--- src/rtl/spi_port_pkg.sv ---
`timescale 1ns/1ps
package spi_port_pkg;

    typedef enum logic [1:0] {
        ST_IDLE   = 2'd0,
        ST_MASTER = 2'd1,
        ST_SLAVE  = 2'd2
    } xfer_state_t;

    typedef struct packed {
        logic       irq_en;
        logic       out_en;
        logic       irq_src;
        logic       master;
        logic       cpol;
        logic       cpha;
        logic [1:0] rate;
    } ctrl_t;

    // SCK half period in internal clocks for each rate code
    function automatic int unsigned half_cycles(input logic [1:0] code);
        case (code)
            2'b00:   return 1;
            2'b01:   return 2;
            2'b10:   return 8;
            default: return 16;
        endcase
    endfunction

endpackage

--- src/rtl/spi_port_sync.sv ---
`timescale 1ns/1ps
module spi_port_sync #(
    parameter int             W       = 3,
    parameter int             STAGES  = 2,
    parameter logic [W-1:0]   RST_VAL = '0
) (
    input  logic         clk,
    input  logic         rst_n,
    input  logic [W-1:0] d,
    output logic [W-1:0] q
);
    for (genvar g = 0; g < W; g++) begin : g_bit
        logic [STAGES-1:0] chain;
        always_ff @(posedge clk or negedge rst_n) begin
            if (!rst_n) chain <= {STAGES{RST_VAL[g]}};
            else        chain <= {chain[STAGES-2:0], d[g]};
        end
        assign q[g] = chain[STAGES-1];
    end
endmodule

--- src/rtl/spi_port_clkgen.sv ---
`timescale 1ns/1ps
module spi_port_clkgen
    import spi_port_pkg::*;
#(
    parameter int CNT_W = 5
) (
    input  logic       clk,
    input  logic       rst_n,
    input  logic       run,
    input  logic [1:0] rate,
    output logic       tick
);
    logic [CNT_W-1:0] cnt;
    logic [CNT_W-1:0] lim;

    assign lim  = CNT_W'(half_cycles(rate) - 1);
    assign tick = run && (cnt == lim);

    always_ff @(posedge clk or negedge rst_n) begin
        if (!rst_n)                 cnt <= '0;
        else if (!run || tick)      cnt <= '0;
        else                        cnt <= cnt + 1'b1;
    end
endmodule

--- src/rtl/spi_port_shift.sv ---
`timescale 1ns/1ps
module spi_port_shift
    import spi_port_pkg::*;
#(
    parameter int DW = 8
) (
    input  logic          clk,
    input  logic          rst_n,
    input  logic          start,
    input  logic          load,
    input  logic [DW-1:0] load_data,
    input  logic          abort,
    input  logic          slave_sel,
    input  logic          cpha,
    input  logic          tick,
    input  logic          sck_edge,
    input  logic          din,
    output logic          out_bit,
    output logic          sck_lvl,
    output logic          m_busy,
    output logic          done,
    output logic [DW-1:0] rx_data
);
    localparam int EDGES = 2 * DW;
    localparam int CW    = $clog2(EDGES);

    xfer_state_t   state, nxt;
    logic [CW-1:0] edge_cnt;
    logic [DW-1:0] sreg;
    logic          ev, last, smp, leave, can_load;

    always_comb begin
        ev       = (state == ST_MASTER && tick) || (state == ST_SLAVE && sck_edge && slave_sel);
        last     = (edge_cnt == CW'(EDGES - 1));
        smp      = cpha ? edge_cnt[0] : ~edge_cnt[0];
        can_load = (state != ST_MASTER) && (edge_cnt == '0) && !ev;
    end

    always_comb begin
        nxt = state;
        unique case (state)
            ST_IDLE:   if (start)                      nxt = ST_MASTER;
                       else if (slave_sel)             nxt = ST_SLAVE;
            ST_MASTER: if (abort || (ev && last))      nxt = ST_IDLE;
            ST_SLAVE:  if (!slave_sel)                 nxt = ST_IDLE;
            default:                                   nxt = ST_IDLE;
        endcase
    end

    always_ff @(posedge clk or negedge rst_n) begin
        if (!rst_n) state <= ST_IDLE;
        else        state <= nxt;
    end

    always_comb begin
        leave  = (nxt == ST_IDLE);
        m_busy = (state == ST_MASTER);
    end

    always_ff @(posedge clk or negedge rst_n) begin
        if (!rst_n) begin
            edge_cnt <= '0;
            sck_lvl  <= 1'b0;
            sreg     <= '0;
            out_bit  <= 1'b0;
            done     <= 1'b0;
            rx_data  <= '0;
        end else begin
            done <= 1'b0;
            if (ev) begin
                edge_cnt <= last ? '0 : edge_cnt + 1'b1;
                sck_lvl  <= ~sck_lvl;
                if (smp) sreg    <= {sreg[DW-2:0], din};
                else     out_bit <= sreg[DW-1];
                if (last) begin
                    done    <= 1'b1;
                    rx_data <= smp ? {sreg[DW-2:0], din} : sreg;
                end
            end
            if ((state == ST_IDLE && start) || (load && can_load)) begin
                sreg    <= load_data;
                out_bit <= load_data[DW-1];
            end
            if (leave) begin
                edge_cnt <= '0;
                sck_lvl  <= 1'b0;
            end
        end
    end

    assert_idle_quiet_R3: assert property (@(posedge clk) disable iff (!rst_n)
        (state == ST_IDLE) |-> (edge_cnt == '0 && !sck_lvl));
    assert_done_single_R2: assert property (@(posedge clk) disable iff (!rst_n)
        done |=> !done);
    assert_master_ends_R2: assert property (@(posedge clk) disable iff (!rst_n)
        (state == ST_MASTER && ev && last && !abort) |=> (state == ST_IDLE && done));
endmodule

--- src/rtl/spi_port.sv ---
`timescale 1ns/1ps
module spi_port
    import spi_port_pkg::*;
#(
    parameter int DW = 8,
    parameter int AW = 2
) (
    input  logic          clk,
    input  logic          rst_n,
    input  logic [AW-1:0] bus_addr,
    input  logic          bus_wr,
    input  logic          bus_rd,
    input  logic [7:0]    bus_wdata,
    output logic [7:0]    bus_rdata,
    input  logic          sck_i,
    output logic          sck_o,
    output logic          sck_oe,
    input  logic          mosi_i,
    output logic          mosi_o,
    output logic          mosi_oe,
    input  logic          miso_i,
    output logic          miso_o,
    output logic          miso_oe,
    input  logic          ss_n_i,
    output logic          irq_o,
    output logic          irq_sel_o
);
    localparam logic [AW-1:0] ADDR_DATA = AW'(0);
    localparam logic [AW-1:0] ADDR_CTRL = AW'(1);
    localparam logic [AW-1:0] ADDR_STAT = AW'(2);

    ctrl_t         ctrl;
    logic          tc, mf, tc_arm, mf_arm, tc_clr, mf_clr;
    logic          ss_s, sck_s, mosi_s, sck_q;
    logic          fault, wr_data, wr_ctrl, rd_data, rd_stat;
    logic          tick, out_bit, sck_lvl, m_busy, done;
    logic [DW-1:0] rx_data;

    spi_port_sync #(.W(3), .STAGES(2), .RST_VAL(3'b100)) u_sync (
        .clk(clk), .rst_n(rst_n),
        .d({ss_n_i, sck_i, mosi_i}),
        .q({ss_s, sck_s, mosi_s})
    );

    always_ff @(posedge clk or negedge rst_n) begin
        if (!rst_n) sck_q <= 1'b0;
        else        sck_q <= sck_s;
    end

    always_comb begin
        wr_data = bus_wr && (bus_addr == ADDR_DATA);
        wr_ctrl = bus_wr && (bus_addr == ADDR_CTRL);
        rd_data = bus_rd && (bus_addr == ADDR_DATA);
        rd_stat = bus_rd && (bus_addr == ADDR_STAT);
        fault   = ctrl.master && !ss_s;
        tc_clr  = tc_arm && (wr_data || rd_data);
        mf_clr  = mf_arm && wr_ctrl;
    end

    spi_port_clkgen #(.CNT_W(5)) u_clkgen (
        .clk(clk), .rst_n(rst_n), .run(m_busy), .rate(ctrl.rate), .tick(tick)
    );

    spi_port_shift #(.DW(DW)) u_shift (
        .clk(clk), .rst_n(rst_n),
        .start(wr_data && ctrl.master && !m_busy && !fault),
        .load(wr_data && !ctrl.master),
        .load_data(bus_wdata[DW-1:0]),
        .abort(fault),
        .slave_sel(!ctrl.master && !ss_s),
        .cpha(ctrl.cpha),
        .tick(tick),
        .sck_edge(sck_s ^ sck_q),
        .din(ctrl.master ? miso_i : mosi_s),
        .out_bit(out_bit), .sck_lvl(sck_lvl), .m_busy(m_busy),
        .done(done), .rx_data(rx_data)
    );

    always_ff @(posedge clk or negedge rst_n) begin
        if (!rst_n) begin
            ctrl   <= '0;
            tc     <= 1'b0;
            mf     <= 1'b0;
            tc_arm <= 1'b0;
            mf_arm <= 1'b0;
        end else begin
            if (wr_ctrl) ctrl <= ctrl_t'(bus_wdata);
            if (fault) begin
                ctrl.master <= 1'b0;
                ctrl.out_en <= 1'b0;
            end
            tc     <= done  || (tc && !tc_clr);
            mf     <= fault || (mf && !mf_clr);
            tc_arm <= tc && !tc_clr && (tc_arm || rd_stat);
            mf_arm <= mf && !mf_clr && (mf_arm || rd_stat);
        end
    end

    always_comb begin
        case (bus_addr)
            ADDR_DATA: bus_rdata = 8'(rx_data);
            ADDR_CTRL: bus_rdata = ctrl;
            ADDR_STAT: bus_rdata = {tc, mf, 6'b0};
            default:   bus_rdata = 8'h00;
        endcase
        sck_o     = ctrl.master ? (ctrl.cpol ^ sck_lvl) : ctrl.cpol;
        sck_oe    = ctrl.out_en && ctrl.master;
        mosi_o    = out_bit;
        mosi_oe   = ctrl.out_en && ctrl.master;
        miso_o    = out_bit;
        miso_oe   = ctrl.out_en && !ctrl.master && !ss_s;
        irq_o     = ctrl.irq_en && (tc ^ mf);
        irq_sel_o = ctrl.irq_src;
    end

    assert_fault_clears_R8: assert property (@(posedge clk) disable iff (!rst_n)
        fault |=> (!ctrl.master && !ctrl.out_en && mf));
    assert_tc_source_R2: assert property (@(posedge clk) disable iff (!rst_n)
        $rose(tc) |-> $past(done));
    assert_mf_source_R8: assert property (@(posedge clk) disable iff (!rst_n)
        $rose(mf) |-> $past(fault));
endmodule

--- config.mk ---
export PLATFORM = sky130hd
export DESIGN_NAME = spi_port
export DESIGN_NICKNAME = d
export VERILOG_FILES = /design/src/rtl/spi_port_pkg.sv /design/src/rtl/spi_port_sync.sv /design/src/rtl/spi_port_clkgen.sv /design/src/rtl/spi_port_shift.sv /design/src/rtl/spi_port.sv
export SDC_FILE = /design/constraint.sdc
export NUM_CORES = 1
export LEC_CHECK = 0
export BUFFER_PORTS_ARGS = -buffer_cell sky130_fd_sc_hd__buf_2
export CAP_MARGIN = 20
export CORE_UTILIZATION = 55
export CTS_BUF_LIST = sky130_fd_sc_hd__clkbuf_4
export CTS_CLUSTER_DIAMETER = 150
export CTS_CLUSTER_SIZE = 30
export DETAILED_ROUTE_END_ITERATION = 16
export HOLD_SLACK_MARGIN = 0.1
export PLACE_DENSITY_LB_ADDON = 0.15
export RECOVER_POWER = 100
export REMOVE_ABC_BUFFERS = 1
export SLEW_MARGIN = 20
export SYNTH_ARGS = -nofsm -noshare
export SYNTH_HDL_FRONTEND = slang
export SYNTH_SLANG_ARGS = --single-unit
--- constraint.sdc ---
create_clock -name clk -period 2.6 [get_ports clk]
set_clock_uncertainty 0.2 [all_clocks]
set_input_delay 0.26 -clock clk [delete_from_list [all_inputs] [get_ports clk]]
set_output_delay 0.26 -clock clk [all_outputs]
set_load 0.02 [all_outputs]
After elaboration in Yosys (flattened, before gate mapping)
Cells that the tools add are included.
{"block": "totals", "regBits": 49, "input_bits": 18, "out_inout_bits": 16, "elab_cells": 123}
{"block": "classes", "n_addsub": 3, "eq_ne": 10, "mux": 27, "bitwise": 5, "n_reduce_logical": 55}
{"operator": "$logic_and A1 B1 Y1", "count": 29}
{"operator": "$mux W8", "count": 3}
{"operator": "$pmux W8 S3", "count": 1}
{"operator": "$pmux W5 S3", "count": 1}
{"operator": "$mux W1", "count": 12}
{"operator": "$mux W4", "count": 3}
{"operator": "$logic_or A1 B1 Y1", "count": 9}
{"operator": "$logic_not A2 Y1", "count": 4}
{"operator": "$mux W2", "count": 4}
{"operator": "$logic_not A1 Y1", "count": 7}
{"operator": "$mux W7", "count": 1}
{"operator": "$eq A2 B1 Y1 const B", "count": 3}
{"operator": "$eq A2 B2 Y1 const B", "count": 3}
{"operator": "$pmux W2 S3", "count": 1}
{"operator": "$reduce_bool A2 Y1", "count": 3}
{"operator": "$add A5 B1 Y5 const B", "count": 1}
{"operator": "$eq A5 B5 Y1", "count": 1}
{"operator": "$mux W5", "count": 1}
{"operator": "$sub A5 B1 Y5 const B", "count": 1}
{"operator": "$add A4 B1 Y4 const B", "count": 1}
{"operator": "$eq A4 B4 Y1 const B", "count": 1}
{"operator": "$logic_not A4 Y1", "count": 1}
{"operator": "$reduce_and A2 Y1", "count": 2}
{"operator": "$xor A1 B1 Y1", "count": 3}
{"operator": "3 further kinds", "count": 4}

Depth between registers and ports, before layout
Gate-level depths: netlist of run 1.
{"block": "logic_depth", "word_depth": 13, "depth_mapped": 9, "ltp_nobuf": 8}

Hierarchy
From an unflattened synthesis of run 1, not the netlist that was laid out.
{"block": "hier_totals", "hier_cells": 233, "hier_area_um2": 2546.2}
{"mod": "spi_port_shift", "n_inst": 1, "cells_per_inst": 112, "area_per_inst_um2": 1270.0, "seq_area_each_um2": 625.6}
{"mod": "spi_port", "n_inst": 1, "cells_per_inst": 79, "area_per_inst_um2": 792.0, "seq_area_each_um2": 325.3}
{"mod": "spi_port_clkgen", "n_inst": 1, "cells_per_inst": 33, "area_per_inst_um2": 309.0, "seq_area_each_um2": 125.1}
{"mod": "spi_port_sync", "n_inst": 1, "cells_per_inst": 9, "area_per_inst_um2": 175.2, "seq_area_each_um2": 152.6}

Least setup slack after synthesis of run 1
Ideal clock, no wire load.
{"block": "synth_timing", "path_type": "flip-flop to flip-flop", "from": "register u_sync.g_bit[2].chain[1]", "to": "register u_shift.sreg[1]", "setup_ps": 126, "t_arrival_ps": 1583, "t_required_ps": 2274, "slack_ps": 691, "stages_incl_launch_ff": 7, "path_buffers": 0, "synth_period_minus_slack_ps": 1909, "path_cell_list": "dfstp_2 > inv_2 > nor4b_1 > a21oi_1 > nor2b_2 > a21oi_2 > a221o_1"}
{"block": "synth_between", "elab_chain_cells": 9, "word_cells_on_any_way": 14, "cone_classes": "mux: 1; reduce/logical: 13"}
{"item": "from (decl)", "line": "spi_port_sync.sv:13", "source": "logic [STAGES-1:0] chain;"}
{"item": "from (signal assigned)", "line": "spi_port_sync.sv:15", "source": "if (!rst_n) chain <= {STAGES{RST_VAL[g]}};"}
{"item": "from (signal assigned)", "line": "spi_port_sync.sv:16", "source": "else chain <= {chain[STAGES-2:0], d[g]};"}
{"item": "$logic_not A1 Y1 *", "line": "spi_port.sv:55, spi_port.sv:70"}
{"item": "$logic_and A1 B1 Y1", "line": "spi_port.sv:70", "source": ".slave_sel(!ctrl.master && !ss_s),"}
{"item": "$logic_and A1 B1 Y1", "line": "spi_port_shift.sv:33", "source": "ev = (state == ST_MASTER && tick) || (state == ST_SLAVE && sck_edge && slave_sel);"}
{"item": "$logic_or A1 B1 Y1", "line": "spi_port_shift.sv:33"}
{"item": "$logic_not A1 Y1", "line": "spi_port_shift.sv:36", "source": "can_load = (state != ST_MASTER) && (edge_cnt == '0) && !ev;"}
{"item": "$logic_and A1 B1 Y1", "line": "spi_port_shift.sv:36"}
{"item": "$logic_and A1 B1 Y1", "line": "spi_port_shift.sv:80", "source": "if ((state == ST_IDLE && start) || (load && can_load)) begin"}
{"item": "$logic_or A1 B1 Y1", "line": "spi_port_shift.sv:80"}
{"item": "$mux W8 or $reduce_bool A2 Y1 (tied branches)"}
{"item": "to (signal assigned)", "line": "spi_port_shift.sv:73", "source": "if (smp) sreg <= {sreg[DW-2:0], din};"}
{"item": "to (signal assigned)", "line": "spi_port_shift.sv:81", "source": "sreg <= load_data;"}
{"item": "to (decl)", "line": "spi_port_shift.sv:29", "source": "logic [DW-1:0] sreg;"}
Mark *: on every way between the ends. The rest lies on a longest branch, timed or not.
A chain may end at the register's enable or synchronous reset.

Final worst setup path of run 1
{"block": "layout_timing", "from": "input port bus_rd", "to": "register tc_arm"}
{"block": "layout_between", "elab_chain_cells": 6, "word_cells_on_any_way": 8, "cone_classes": "reduce/logical: 8"}
{"item": "from (decl)", "line": "spi_port.sv:12", "source": "input logic bus_rd,"}
{"item": "$logic_and A1 B1 Y1", "line": "spi_port.sv:53", "source": "rd_data = bus_rd && (bus_addr == ADDR_DATA);"}
{"item": "$logic_or A1 B1 Y1", "line": "spi_port.sv:56", "source": "tc_clr = tc_arm && (wr_data || rd_data);"}
{"item": "$logic_and A1 B1 Y1", "line": "spi_port.sv:56"}
{"item": "$logic_not A1 Y1", "line": "spi_port.sv:94", "source": "tc_arm <= tc && !tc_clr && (tc_arm || rd_stat);"}
{"item": "$logic_and A1 B1 Y1", "line": "spi_port.sv:94"}
{"item": "$logic_and A1 B1 Y1 *", "line": "spi_port.sv:94"}
{"item": "to (signal assigned)", "line": "spi_port.sv:94"}
{"item": "to (decl)", "line": "spi_port.sv:33", "source": "logic tc, mf, tc_arm, mf_arm, tc_clr, mf_clr;"}
Marks and branches as above.

==> run metrics, run 1 <==
Critical Path RT 2.73 ns; Worst-Margin Slew 0.959 ns; post-DR vias/cell around 5.5; DIE HEIGHT approximately 69 µm; status finished, final reports clean; setup slack, reg-to-reg a little over 0.3 ns; Cell Rows 24; fin crit share 89.2%; Mapped Cells 232; total number of vias 1853; P_leak 1.32 nW; Post-Syn Area per Cell 10.7 µm²; router iterations before antenna repair 4; Post-layout nets 305; DPL Wire Length 3610 µm; Syn. warnings 0; post-synth top area cell dfrtp_1; Max Fclk 431 MHz; CORE AREA 0.00435 mm²; I/O pin count 34; layout cell share with drive strength beyond 1 16.8%; Area contributors post-synth dfrtp_1 (47%), mux2i_1 (4.8%), nand2_1 (4.5%); Register-to-Register Path Depth 6; buffers added on ports 33; gpl congestion 0.790; initial antenna violation count 0; ant diodes 0; Total Wirelength roughly 5100 µm; final hold violations 0; CTS clk-pin slew, worst paths 0.16 ns; Seq/Total Area, Yosys 49.6%; first-pass GRT wire length around 9000 µm; die area 0.00478 mm²; Critical Path Source Type input pin; Layout area overhead 14.2%; Hold Path Class input pin to register; postcts setup bufs 0; latest clock arrival within the worst-skew pair 0.38 ns; grt ovf 0; Arr. time, crit path 2.45 ns; area share of the largest cell type after synthesis 47.5%; synthesized cell area 0.00248 mm²; setup TNS 0 ns; Bufs on Longest Clock Path 2; RSZ-0062 raised after global routing false; all-layer global routing usage 24.1%; most frequent cells in the layout dfrtp_1 (47), nand2_1 (30), nor2_1 (27); Hold Path Cell Cnt 5; Yosys reg bits 49; commonest non-fill, non-tap cell in the layout dfrtp_1; residual DRC count 0; Routed WL per cell 15.2 µm; Die X 69.1 µm; CTS root buffer clkbuf_4; Max-Slew Margin vs Limit a little over a third; CTS H-Tree Depth 2; TritonCTS buffer count 5; max-cap violations 0; Yosys cell types 53; CTS tree yes; WS Path Type input pin to register; initial cell density of the core approximately 57%; IR drop worst, VDD 0.000400 V; pin count of the biggest net entering global routing 22; clock sinks 49; DRT iter0 DRCs 92; Crit. End Element register; fin. max-slew vios 0; vias in the first global route roughly 1900; Final min period 2.32 ns; final setup violation count 0; Max FO, Critical Path 3; Design Power 0.00190 W; antenna-violating nets left 0; PwrDens 672 mW/mm²
==> cell usage after synthesis, drive strengths merged <==
cell and n:
dfrtp 47, nand2 30, nor2 28, mux2 13
o21ai 13, mux2i 12, inv 9, nor2b 8
a21oi 7, a221o 7, buf 7, nand3 6
xor2 5, a21boi 4, xnor2 4, and2 3
ha 3, nor3 3, dfstp 2, nand2b 2
a211oi 1, a21o 1, a32o 1, and2b 1
and3 1, clkbuf 1, nand4 1, nand4b 1
nor3b 1, nor4 1, nor4b 1, o211ai 1
o21a 1, o21ba 1, o22ai 1, o31ai 1
o32ai 1, or3 1, or4b 1
==> power by group <==
part           leakage, nW  internal (W)  total [W]  switching, W
Combinational        0.664      0.000230   0.000533      0.000303
Clock               0.0316      0.000108   0.000362      0.000255
Sequential           0.624      0.000884    0.00101      0.000125
==> repair_timing <==
action                                 CTS  global route
hold buffers                            15             0
endpoints found under the hold margin   70             0
resized for setup                        0             0
==> area by class of cell <==
cell class / instances / area [µm²]
flip-flops and latches: 49 / 1230
inverters: 9 / 33.8
fillers: 380 / 1520
clock buffers: 5 / 37.5
repair buffers: 53 / 324
well taps: 52 / 65.1
clock inverters: 3 / 21.3
multi-input cells: 166 / 1120
==> critical path: stages <==
cell and delay [ns]:
dlygate4sd3_1 0.53, clkbuf_1 0.12, nor2_1 0.14, dlygate4sd3_1 0.57, o21ai_0 0.07, a21boi_0 0.19, dlygate4sd3_1 0.57
==> metrics by stage <==
step / util [%] / setup slack [ns] / instance area [µm²] / cells / hold WS, ns
final: 65.0 / 0.282 / 2830 / 337 / 0.107
after global routing: 65.0 / 0.124 / 2830 / 337 / 0.162
after CTS: 66.7 / 0.353 / 2910 / 337 / 0.101
after detailed placement: 61.9 / 0.457 / 2700 / 314 / 0.0128
after global placement: 61.9 / 0.452 / 2700 / 314 / 0.00144
after floorplan: - / 0.495 / 2430 / 224 / -0.236
==> final timing paths <==
path / start / end
min reg2reg: u_sync.g_bit[2].chain[0]$_DFF_PN1_ / u_sync.g_bit[2].chain[1]$_DFF_PN1_
min in group asynchronous: rst_n / u_clkgen.cnt[2]$_DFF_PN0_
max in group asynchronous: rst_n / u_shift.sreg[0]$_DFFE_PN0P_
min: miso_i / u_shift.rx_data[0]$_DFFE_PN0P_
max reg2reg: ctrl[1]$_DFFE_PN0P_ / u_shift.rx_data[5]$_DFFE_PN0P_
max: bus_rd / tc_arm$_DFF_PN0_
==> cells by family after synthesis <==
| kind of cell | count (synthesis) | synth area share [%] |
|---|---|---|
| simple gates | 89 | 18.3 |
| flops | 49 | 49.6 |
| compound gates | 40 | 12.3 |
| mux | 25 | 11.8 |
| buf+inv | 17 | 3.38 |
| xor+xnor | 9 | 3.18 |
| fa+ha+maj | 3 | 1.51 |
==> layer usage <==
metal / wire length [µm] / track usage (%)
met1: 2440 / 34.5
met2: 2460 / 38.3
met3: 159 / 4.39
met4: 66 / 6.12
met5: 0 / 0
==> flip-flops by register name, indices dropped and copies added, names as in the netlist, 2 cells and up <==
signal and flops:
u_shift.state 2, u_shift.sreg 8, u_shift.edge_cnt 4, u_shift.rx_data 8
u_clkgen.cnt 5, ctrl 7, u_sync.g_bit.chain 6
Power figures use the tool's default switching activity.
==> run 2, diff against run 1 <==
--- a/config.mk
+++ b/config.mk
@@ -13,9 +13,10 @@
 export CTS_CLUSTER_SIZE = 30
 export DETAILED_ROUTE_END_ITERATION = 16
 export HOLD_SLACK_MARGIN = 0.1
-export PLACE_DENSITY_LB_ADDON = 0.15
+export PLACE_DENSITY = 0.86
 export RECOVER_POWER = 100
 export REMOVE_ABC_BUFFERS = 1
+export SETUP_SLACK_MARGIN = 0.5
 export SLEW_MARGIN = 20
 export SYNTH_ARGS = -nofsm -noshare
 export SYNTH_HDL_FRONTEND = slang
==> run 2 against run 1 <==
  * Global-route usage shrank 0.84 points
  * Design area rose by 7.6%
  * Die area did not move
  * Sequential power about the same
  * Combinational power increased by 14%
  * Utilization grew 5.0 points
  * Final cell count grew 2.1%
  * Largest cell class unchanged
  * Largest power group unchanged
==> run metrics, run 2 (same netlist as run 1, synthesis figures left out) <==
status finished, final reports clean (unchanged); commonest non-fill, non-tap cell in the layout dfrtp_1 (unchanged); Hold Path Class input pin to register (unchanged); Arr. time, crit path 2.31 ns (was 2.45 ns); fin crit share 86.4% (was 89.2%); final setup violation count 0 (unchanged); ant diodes 0 (unchanged); all-layer global routing usage 23.3% (was 24.1%); latest clock arrival within the worst-skew pair 0.39 ns (was 0.38 ns); first-pass GRT wire length 8630 µm (was 9020 µm); vias in the first global route 1864 (was 1870); R2R Path Start ctrl[1]$_DFFE_PN0P_ (unchanged); total number of vias 1907 (was 1853); CORE AREA 0.00435 mm² (unchanged); clock sinks 49 (unchanged); DPL Wire Length 3610 µm (about the same); worst setup path endpoint u_shift.sreg[2]$_DFFE_PN0P_ (was tc_arm$_DFF_PN0_); PwrDens 714 mW/mm² (was 672 mW/mm²); CTS tree yes (unchanged); pin count of the biggest net entering global routing 50 (was 22); Final min period 2.25 ns (was 2.32 ns); Placed Instances 312 (was 314); Max FO, Critical Path 7 (was 3); Die X 69.1 µm (unchanged); Total Wirelength 5310 µm (was 5130 µm); Critical Path Source Type register (was input pin); most frequent cells in the layout dfrtp_1 (46), nand2_1 (30), nor2_1 (27) (was dfrtp_1 (47), nand2_1 (30), nor2_1 (27)); Filler cells 319 (was 380); die area 0.00478 mm² (unchanged); Max Fclk 445 MHz (was 431 MHz); Cell Rows 24 (unchanged); DRT iter0 DRCs 168 (was 92); antenna-violating nets left 0 (unchanged); Post-layout nets 312 (was 305); Top Registers u_shift.rx_data: 8 flops, u_shift.sreg: 8 flops, ctrl: 7 flops (unchanged); WS Path Type register to register (was input pin to register); router iterations before antenna repair 4 (unchanged); residual DRC count 0 (unchanged); P_leak 1.46 nW (was 1.32 nW); I/O pin count 34 (unchanged); layout cell share with drive strength beyond 1 27.1% (was 16.8%); Worst-Margin Slew 1.20 ns (was 0.959 ns); setup TNS 0 ns (unchanged); CTS root buffer clkbuf_4 (unchanged); fin. max-slew vios 0 (unchanged); CTS clk-pin slew, worst paths 0.16 ns (about the same); initial cell density of the core 56.9% (unchanged); hold_sp miso_i (unchanged); Register-to-Register Path Depth 6 (unchanged); RSZ-0062 raised after global routing true (was false); IR drop worst, VDD 0.000369 V (was 0.000400 V); post-DR vias/cell 5.54 (was 5.50); setup slack, reg-to-reg 0.35 ns (was 0.31 ns); Routed WL per cell 15.4 µm (was 15.2 µm); Bufs on Longest Clock Path 2 (unchanged); Max-Slew Margin vs Limit 20.0% (was 36.1%); max-cap violations 0 (unchanged); CTS H-Tree Depth 2 (unchanged); final hold violations 0 (unchanged); Post-Layout Cell Count 344 (was 337); Worst Setup SP ctrl[1]$_DFFE_PN0P_ (was bus_rd); initial antenna violation count 0 (unchanged); Core Util, Final 70.0% (was 65.0%); Crit. End Element register (unchanged); Crit Reg-Reg Endpoint u_shift.sreg[2]$_DFFE_PN0P_ (was u_shift.rx_data[5]$_DFFE_PN0P_); hold slack 0.143 ns (was 0.107 ns); grt ovf 0 (unchanged); buffers added on ports 33 (unchanged); gpl congestion 0.818 (was 0.790); Layout area overhead 23.0% (was 14.2%); TritonCTS buffer count 5 (unchanged); Critical Path RT 2.66 ns (was 2.73 ns); Design Power 0.00217 W (was 0.00190 W); DIE HEIGHT 69.1 µm (unchanged)
[run 2: critical path, cell delays in order (launching register included)]
cell,delay [ns]
dfrtp_1,0.47
and2b_1,0.21
o21ai_4,0.11
nand4_1,0.28
o21ai_4,0.33
a21oi_2,0.17
a221o_1,0.34
[run 2: how the worst min path moves through the flow]
stage / end / slack [ns] / depth (start not counted)
2_1_floorplan: ctrl[0]$_DFFE_PN0P_ / -0.24 / 0
3_3_place_gp: u_sync.g_bit[0].chain[1]$_DFF_PN0_ / 0.13 / 0
3_5_place_dp: u_sync.g_bit[1].chain[1]$_DFF_PN0_ / 0.14 / 0
4_1_cts: u_shift.rx_data[0]$_DFFE_PN0P_ / 0.13 / 5
5_1_grt: u_sync.g_bit[2].chain[1]$_DFF_PN1_ / 0.16 / 0
6_report: u_shift.rx_data[0]$_DFFE_PN0P_ / 0.14 / 5
[run 2: layer usage]
layer  part of all wire [%]  global-route usage (%)  vias up
met2                     49                    37.4       50
met4                    1.5                    9.07        0
met5                      0                       0        -
li1                       -                       -      919
met3                    4.6                    4.53        6
met1                     45                    31.2      932
[run 2: through the flow]
step / worst slack (ns) / area, µm²
after global placement: 0.466 / 2680
final: 0.352 / 3050
after global routing: 0.225 / 3050
after CTS: 0.489 / 2970
after floorplan: 0.495 / 2430
after detailed placement: 0.436 / 2680
[run 2: layout make-up]
| type | instances | area (µm²) | share of cell area (%) |
|---|---|---|---|
| inverters | 9 | 33.8 | 1.11 |
| multi-input cells | 166 | 1220 | 40.0 |
| clock buffers | 5 | 37.5 | 1.23 |
| repair buffers | 60 | 393 | 12.9 |
| clock inverters | 3 | 68.8 | 2.26 |
| flip-flops and latches | 49 | 1230 | 40.4 |
| well taps | 52 | 65.1 | 2.13 |
[run 2: power by group]
| group | internal [W] | total [W] | switching (W) |
|---|---|---|---|
| combinational | 0.000273 | 0.000609 | 0.000336 |
| sequential | 0.000884 | 0.00101 | 0.000127 |
| clock | 0.000303 | 0.000555 | 0.000253 |
| total | 0.00146 | 0.00217 | 0.000715 |
[run 2: repair_timing]
item | 4_1_cts | 5_1_grt
hold endpoints to repair | 69 | 0
endpoints found under the setup margin | 15 | 21
buffers inserted | 0 | 8
pin swaps | 0 | 1
hold buffers | 16 | 0
resized for setup | 5 | 9
